==> src/rtl/wdog_pkg.sv <==
package wdog_pkg;

    // Controller states
    typedef enum logic [1:0] {
        WD_FIRST = 2'd0,   // initial window after reset, no lower bound
        WD_ARMED = 2'd1,   // normal window, lower bound applies
        WD_HALT  = 2'd2,   // counting frozen, resume depends on option bit
        WD_IDLE  = 2'd3    // counting frozen, exit performs a service
    } wd_state_e;

endpackage

==> src/rtl/wdog_svc_decode.sv <==
module wdog_svc_decode #(
    parameter int KEY_W = 5,
    parameter int SEL_W = 2,
    parameter logic [KEY_W-1:0] KEY_VAL = 5'b01100
) (
    input  logic [KEY_W+SEL_W-1:0] wr_data,
    output logic                   key_ok,
    output logic [SEL_W-1:0]       sel_req
);

    localparam int DW = KEY_W + SEL_W;

    assign key_ok  = (wr_data[DW-1 -: KEY_W] == KEY_VAL);
    assign sel_req = wr_data[SEL_W-1:0];

endmodule

==> src/rtl/wdog_win_limit.sv <==
module wdog_win_limit #(
    parameter int SEL_W = 2,
    parameter int LG_W  = 5,
    parameter int CNT_W = 16,
    parameter logic [(2**SEL_W)*LG_W-1:0] WIN_LOG2 = {5'd16, 5'd14, 5'd13, 5'd11}
) (
    input  logic [SEL_W-1:0] sel,
    output logic [CNT_W-1:0] lim
);

    localparam int NUM_WIN = 2 ** SEL_W;

    // Last legal count (bound - 1) for each window code
    logic [CNT_W-1:0] tbl [NUM_WIN];

    generate
        for (genvar g = 0; g < NUM_WIN; g++) begin : g_win
            localparam int LG = int'(WIN_LOG2[g*LG_W +: LG_W]);
            assign tbl[g] = {CNT_W{1'b1}} >> (CNT_W - LG);
        end
    endgenerate

    assign lim = tbl[sel];

endmodule

==> src/rtl/wdog_tick_cnt.sv <==
module wdog_tick_cnt #(
    parameter int CNT_W = 16
) (
    input  logic             clk,
    input  logic             rst_n,
    input  logic             clr,
    input  logic             inc,
    output logic [CNT_W-1:0] cnt
);

    always_ff @(posedge clk or negedge rst_n) begin
        if (!rst_n) begin
            cnt <= '0;
        end else if (clr) begin
            cnt <= '0;
        end else if (inc) begin
            cnt <= cnt + 1'b1;
        end
    end

endmodule

==> src/rtl/wdog_fsm.sv <==
module wdog_fsm
    import wdog_pkg::*;
#(
    parameter int CNT_W   = 16,
    parameter int MIN_SVC = 256
) (
    input  logic             clk,
    input  logic             rst_n,
    input  logic             halt_i,
    input  logic             idle_i,
    input  logic             clk_dly_i,
    input  logic             tick_en,
    input  logic             wr_en,
    input  logic             key_ok,
    input  logic [CNT_W-1:0] cnt,
    input  logic [CNT_W-1:0] lim,
    output wd_state_e        state,
    output logic             cnt_clr,
    output logic             cnt_inc,
    output logic             sel_ld,
    output logic             err_o
);

    localparam logic [CNT_W-1:0] MIN_CNT = CNT_W'(MIN_SVC);

    wd_state_e nxt;
    logic      ret_first;   // halt was entered from the first window
    logic      err_d;
    logic      asleep_req;
    logic      early;

    assign asleep_req = halt_i | idle_i;
    assign early      = (cnt < MIN_CNT);

    // Next state and per-cycle controls
    always_comb begin
        nxt     = state;
        cnt_clr = 1'b0;
        cnt_inc = 1'b0;
        sel_ld  = 1'b0;
        err_d   = 1'b0;
        unique case (state)
            WD_FIRST, WD_ARMED: begin
                if (halt_i) begin
                    nxt = WD_HALT;
                end else if (idle_i) begin
                    nxt = WD_IDLE;
                end else if (wr_en) begin
                    nxt     = WD_ARMED;
                    cnt_clr = 1'b1;
                    if (!key_ok) begin
                        err_d = 1'b1;
                    end else if (state == WD_ARMED && early) begin
                        err_d = 1'b1;
                    end else begin
                        sel_ld = 1'b1;
                    end
                end else if (tick_en) begin
                    if (cnt >= lim) begin
                        nxt     = WD_ARMED;
                        err_d   = 1'b1;
                        cnt_clr = 1'b1;
                    end else begin
                        cnt_inc = 1'b1;
                    end
                end
            end
            WD_HALT: begin
                if (!asleep_req) begin
                    if (clk_dly_i) begin
                        nxt     = WD_ARMED;
                        cnt_clr = 1'b1;
                    end else begin
                        nxt = ret_first ? WD_FIRST : WD_ARMED;
                    end
                end
            end
            WD_IDLE: begin
                if (!asleep_req) begin
                    nxt     = WD_ARMED;
                    cnt_clr = 1'b1;
                end
            end
        endcase
    end

    // State register
    always_ff @(posedge clk or negedge rst_n) begin
        if (!rst_n) begin
            state     <= WD_FIRST;
            ret_first <= 1'b0;
        end else begin
            state <= nxt;
            if (nxt == WD_HALT && state != WD_HALT) begin
                ret_first <= (state == WD_FIRST);
            end
        end
    end

    // Registered outputs
    always_ff @(posedge clk or negedge rst_n) begin
        if (!rst_n) begin
            err_o <= 1'b0;
        end else begin
            err_o <= err_d;
        end
    end

endmodule

==> src/rtl/wdog_window_ctrl.sv <==
module wdog_window_ctrl
    import wdog_pkg::*;
#(
    parameter int KEY_W   = 5,
    parameter int SEL_W   = 2,
    parameter int LG_W    = 5,
    parameter logic [KEY_W-1:0] KEY_VAL = 5'b01100,
    parameter int MIN_SVC = 256,
    parameter logic [(2**SEL_W)*LG_W-1:0] WIN_LOG2 = {5'd16, 5'd14, 5'd13, 5'd11}
) (
    input  logic                   clk,
    input  logic                   rst_n,
    input  logic                   tick_en,
    input  logic                   halt_i,
    input  logic                   idle_i,
    input  logic                   clk_dly_i,
    input  logic                   wr_en,
    input  logic [KEY_W+SEL_W-1:0] wr_data,
    output logic [KEY_W+SEL_W-1:0] rd_data,
    output logic                   err_o
);

    localparam int NUM_WIN = 2 ** SEL_W;
    localparam int CNT_W   = int'(WIN_LOG2[NUM_WIN*LG_W-1 -: LG_W]);

    wd_state_e        st;
    logic             key_ok;
    logic [SEL_W-1:0] sel_req;
    logic [SEL_W-1:0] sel_q;
    logic [CNT_W-1:0] cnt_q;
    logic [CNT_W-1:0] lim;
    logic             cnt_clr;
    logic             cnt_inc;
    logic             sel_ld;

    wdog_svc_decode #(
        .KEY_W   (KEY_W),
        .SEL_W   (SEL_W),
        .KEY_VAL (KEY_VAL)
    ) u_dec (
        .wr_data (wr_data),
        .key_ok  (key_ok),
        .sel_req (sel_req)
    );

    wdog_win_limit #(
        .SEL_W    (SEL_W),
        .LG_W     (LG_W),
        .CNT_W    (CNT_W),
        .WIN_LOG2 (WIN_LOG2)
    ) u_lim (
        .sel (sel_q),
        .lim (lim)
    );

    wdog_tick_cnt #(
        .CNT_W (CNT_W)
    ) u_cnt (
        .clk   (clk),
        .rst_n (rst_n),
        .clr   (cnt_clr),
        .inc   (cnt_inc),
        .cnt   (cnt_q)
    );

    wdog_fsm #(
        .CNT_W   (CNT_W),
        .MIN_SVC (MIN_SVC)
    ) u_fsm (
        .clk       (clk),
        .rst_n     (rst_n),
        .halt_i    (halt_i),
        .idle_i    (idle_i),
        .clk_dly_i (clk_dly_i),
        .tick_en   (tick_en),
        .wr_en     (wr_en),
        .key_ok    (key_ok),
        .cnt       (cnt_q),
        .lim       (lim),
        .state     (st),
        .cnt_clr   (cnt_clr),
        .cnt_inc   (cnt_inc),
        .sel_ld    (sel_ld),
        .err_o     (err_o)
    );

    // Window select, largest window out of reset
    always_ff @(posedge clk or negedge rst_n) begin
        if (!rst_n) begin
            sel_q <= '1;
        end else if (sel_ld) begin
            sel_q <= sel_req;
        end
    end

    assign rd_data = {{KEY_W{1'b0}}, sel_q};

endmodule

==> config.mk <==
export PLATFORM = sky130hd
export DESIGN_NAME = wdog_window_ctrl
export DESIGN_NICKNAME = d
export VERILOG_FILES = /design/src/rtl/wdog_pkg.sv /design/src/rtl/wdog_svc_decode.sv /design/src/rtl/wdog_win_limit.sv /design/src/rtl/wdog_tick_cnt.sv /design/src/rtl/wdog_fsm.sv /design/src/rtl/wdog_window_ctrl.sv
export SDC_FILE = /design/constraint.sdc
export NUM_CORES = 1
export LEC_CHECK = 0
export CAP_MARGIN = 15
export CORE_MARGIN = 10
export CORE_UTILIZATION = 53
export DETAILED_ROUTE_END_ITERATION = 8
export HOLD_SLACK_MARGIN = 0.15
export PLACE_DENSITY = 0.79
export SETUP_SLACK_MARGIN = 0.3
export SYNTH_ARGS = -nofsm -noshare
export SYNTH_HDL_FRONTEND = slang
export SYNTH_SLANG_ARGS = --single-unit
==> constraint.sdc <==
create_clock -name clk -period 2.85 [get_ports clk]
set_clock_uncertainty 0.05 [all_clocks]
set_input_delay 0.57 -clock clk [delete_from_list [all_inputs] [get_ports clk]]
set_output_delay 0.57 -clock clk [all_outputs]
set_load 0.01 [all_outputs]
==> impl_metrics.tcl <==
set metrics [dict create \
    outcome "finished clean" \
    netlist_instances 155 \
    min_path_type "reg2reg" \
    viasPerCell 6.42 \
    seq_area_frac_synth_pct 37.4 \
    pin_count 22 \
    max_cap_viol_count 0 \
    syn_area_um2 1480 \
    p_total_uw 570 \
    path_class "reg2reg" \
    antenna_cells 0 \
    antenna_found_initial 0 \
    route.detailed.wl_per_inst_um 18.2 \
    drc 0 \
    grt_max_degree 23 \
    hold_violations 0 \
    drt_iter0_drc 70 \
    rsz0062_at_grt "no" \
    worstPathArrival_ns 2.66 \
    grt_pass1_vias 1394 \
    final.min_clock_period_ns 2.50 \
    cts_buffers 3 \
    period_share_pct 87.7 \
    finalSetupViolCount 0 \
    max_freq_mhz 400 \
    grt_pass1_wl_um 6270 \
    power.density_nw_per_um2 306 \
    wl_um 3880 \
    rows 19 \
    wl_met2_um 1950 \
    routed.top_layer "met4" \
    nFillCells 214 \
    start_util_pct 54.5 \
    worstPathMaxFanout 8 \
    clk_latency_ns 0.32 \
    yosys_warnings 0 \
    synth_area_leader_cell "dfrtp_1" \
    die_height_um 72.8 \
    core_area_um2 2710 \
    final_cell_mix "dfrtp_1 (20), clkdlybuf4s50_1 (16), a21oi_1 (15), o31ai_1 (12)" \
    dp_hpwl_um 2660 \
    final_common_cell "dfrtp_1" \
    cp-end-kind "flip-flop" \
    synth_cell_types 45 \
    utilization_pct 68.8 \
    die-area_um2 5300 \
    startpoint_type "flip-flop" \
    vias 1367 \
    wl_met3_um 216 \
    clockBufferDepth 2 \
    htree_levels 1 \
    rrSetupSlack_ns 0.35 \
    grt_usage_pct 14.3 \
    synth.avg_cell_area_um2 9.53 \
    place.gp.congestion 0.909 \
    die_x_um 72.8 \
    firstDrtPassIters 4 \
    drive_gt1_share_pct 23.1 \
    vdd.ir_drop.worst_mv 0.323 \
    io_buffers 16 \
    reg2reg_depth 9 \
    setup_tns_ns 0 \
    cts_root_buf "clkbuf_4" \
    met1Wirelength_um 1620 \
    syn2layout_area_growth_pct 26.2 \
    path_clk_slew_ns 0.12 \
    grt_overflow 0 \
    cts_tree "done" \
    ys_ff_latch 22 \
    p_leak_uw 0.000694 \
    crit_required_ns 3.01 \
    slew_viol_final 0 \
    drtAntennaViolNets 0 \
    netlist.area_leader.share_pct 33.9 \
    cts_num_sinks 22 \
    nets 201 \
    synth_area_leaders "dfrtp_1 (34%), o31ai_1 (6.1%), or4_1 (5.6%)" \
    whs_path_depth 2 \
]
## worst max-delay path, cell delays in order (launching register included)
cell       delay [ns]
dfstp_2          0.58
nand2_2          0.09
ha_4             0.31
nand3_4          0.10
buf_4            0.17
a211oi_4         0.29
nand3_4          0.13
a311oi_4         0.39
clkbuf_16        0.24
a21oi_1          0.04
## final cells by class
type | count | area [um^2] | area share (%)
Multi-Input combinational cell | 122 | 941 | 50.4
Sequential cell | 22 | 553 | 29.6
Timing Repair Buffer | 29 | 288 | 15.4
Tap cell | 31 | 38.8 | 2.08
Clock buffer | 4 | 26.3 | 1.41
Inverter | 5 | 18.8 | 1.01
## metal layers
metal / vias to the layer above / GRT usage, %
met1: 667 / 16.4
met3: 9 / 2.86
li1: 652 / -
met2: 39 / 24.8
met4: 0 / 6.75
met5: - / 0
## cell families (layout without fill, tap and decap cells)
group                      count (synthesis)  after routing  synth area share (%)
and+or+nand+nor                           68             68                  29.6
xor gates and xnor gates                   2              2                  1.19
AOI/OAI and AO/OA                         41             41                  20.8
muxes                                      2              2                  1.52
other                                      1              5                 0.254
DFF                                       22             22                  37.4
adders and majority gates                  4              4                  3.39
buffers and inverters                     15             38                  5.84
## per-stage QoR
| stage | setup WS (ns) | instances | instance area (um^2) | hold slack [ns] |
|---|---|---|---|---|
| global route | 0.307 | 213 | 1870 | 0.517 |
| floorplan | 0.310 | 159 | 1490 | 0.224 |
| detailed placement | 0.0489 | 201 | 1670 | 0.426 |
| CTS | 0.290 | 210 | 1750 | 0.454 |
| finish | 0.352 | 213 | 1870 | 0.452 |
| global placement | 0.125 | 201 | 1670 | 0.422 |
## synthesized netlist by cell type (all sizes together)
| cell type | count |
|---|---|
| a2111oi | 1 |
| a211o | 1 |
| a211oi | 2 |
| a21oi | 15 |
| a311oi | 1 |
| a32oi | 1 |
| and2 | 1 |
| and3 | 4 |
| and3b | 1 |
| and4 | 1 |
| and4b | 1 |
| buf | 7 |
| clkbuf | 3 |
| conb | 1 |
| dfrtp | 20 |
| dfstp | 2 |
| ha | 4 |
| inv | 5 |
| mux2 | 2 |
| nand2 | 10 |
| nand2b | 1 |
| nand3 | 11 |
| nand4 | 4 |
| nor2 | 6 |
| nor3 | 2 |
| nor4 | 4 |
| nor4b | 2 |
| o211ai | 1 |
| o21ai | 5 |
| o31ai | 13 |
| o41ai | 1 |
| or2 | 3 |
| or3 | 4 |
| or3b | 1 |
| or4 | 12 |
| xnor2 | 2 |
## flip-flops by register name, summed over array words and instances (netlist names)
register,cells
sel_q,2
u_fsm.ret_first,1
u_fsm.err_o,1
u_fsm.state,2
u_cnt.cnt,16
## report_power, final
part / leakage (uW) / switching [uW] / total, uW / internal, uW
clock: 0.0000150 / 101 / 156 / 54.8
sequential: 0.000292 / 6.87 / 327 / 320
combinational: 0.000388 / 43.2 / 87.1 / 43.9
## worst paths after layout
check                                             from                          end
min in group asynchronous                        rst_n    u_cnt.cnt[15]$_DFFE_PN0P_
hold / removal             u_fsm.ret_first$_DFFE_PN0P_  u_fsm.ret_first$_DFFE_PN0P_
setup / recovery                  sel_q[1]$_DFFE_PN1P_     u_cnt.cnt[7]$_DFFE_PN0P_
max in group asynchronous                        rst_n         sel_q[1]$_DFFE_PN1P_
hold reg to reg            u_fsm.ret_first$_DFFE_PN0P_  u_fsm.ret_first$_DFFE_PN0P_
setup reg to reg                  sel_q[1]$_DFFE_PN1P_     u_cnt.cnt[7]$_DFFE_PN0P_
## repair_timing
item	in CTS	in global routing
setup buffers	5	2
cloned	0	1
setup endpoints to repair	16	18
hold buffers	0	0
pin swaps	2	3
gates resized for setup	4	10
(Power assumes the default switching activity.)
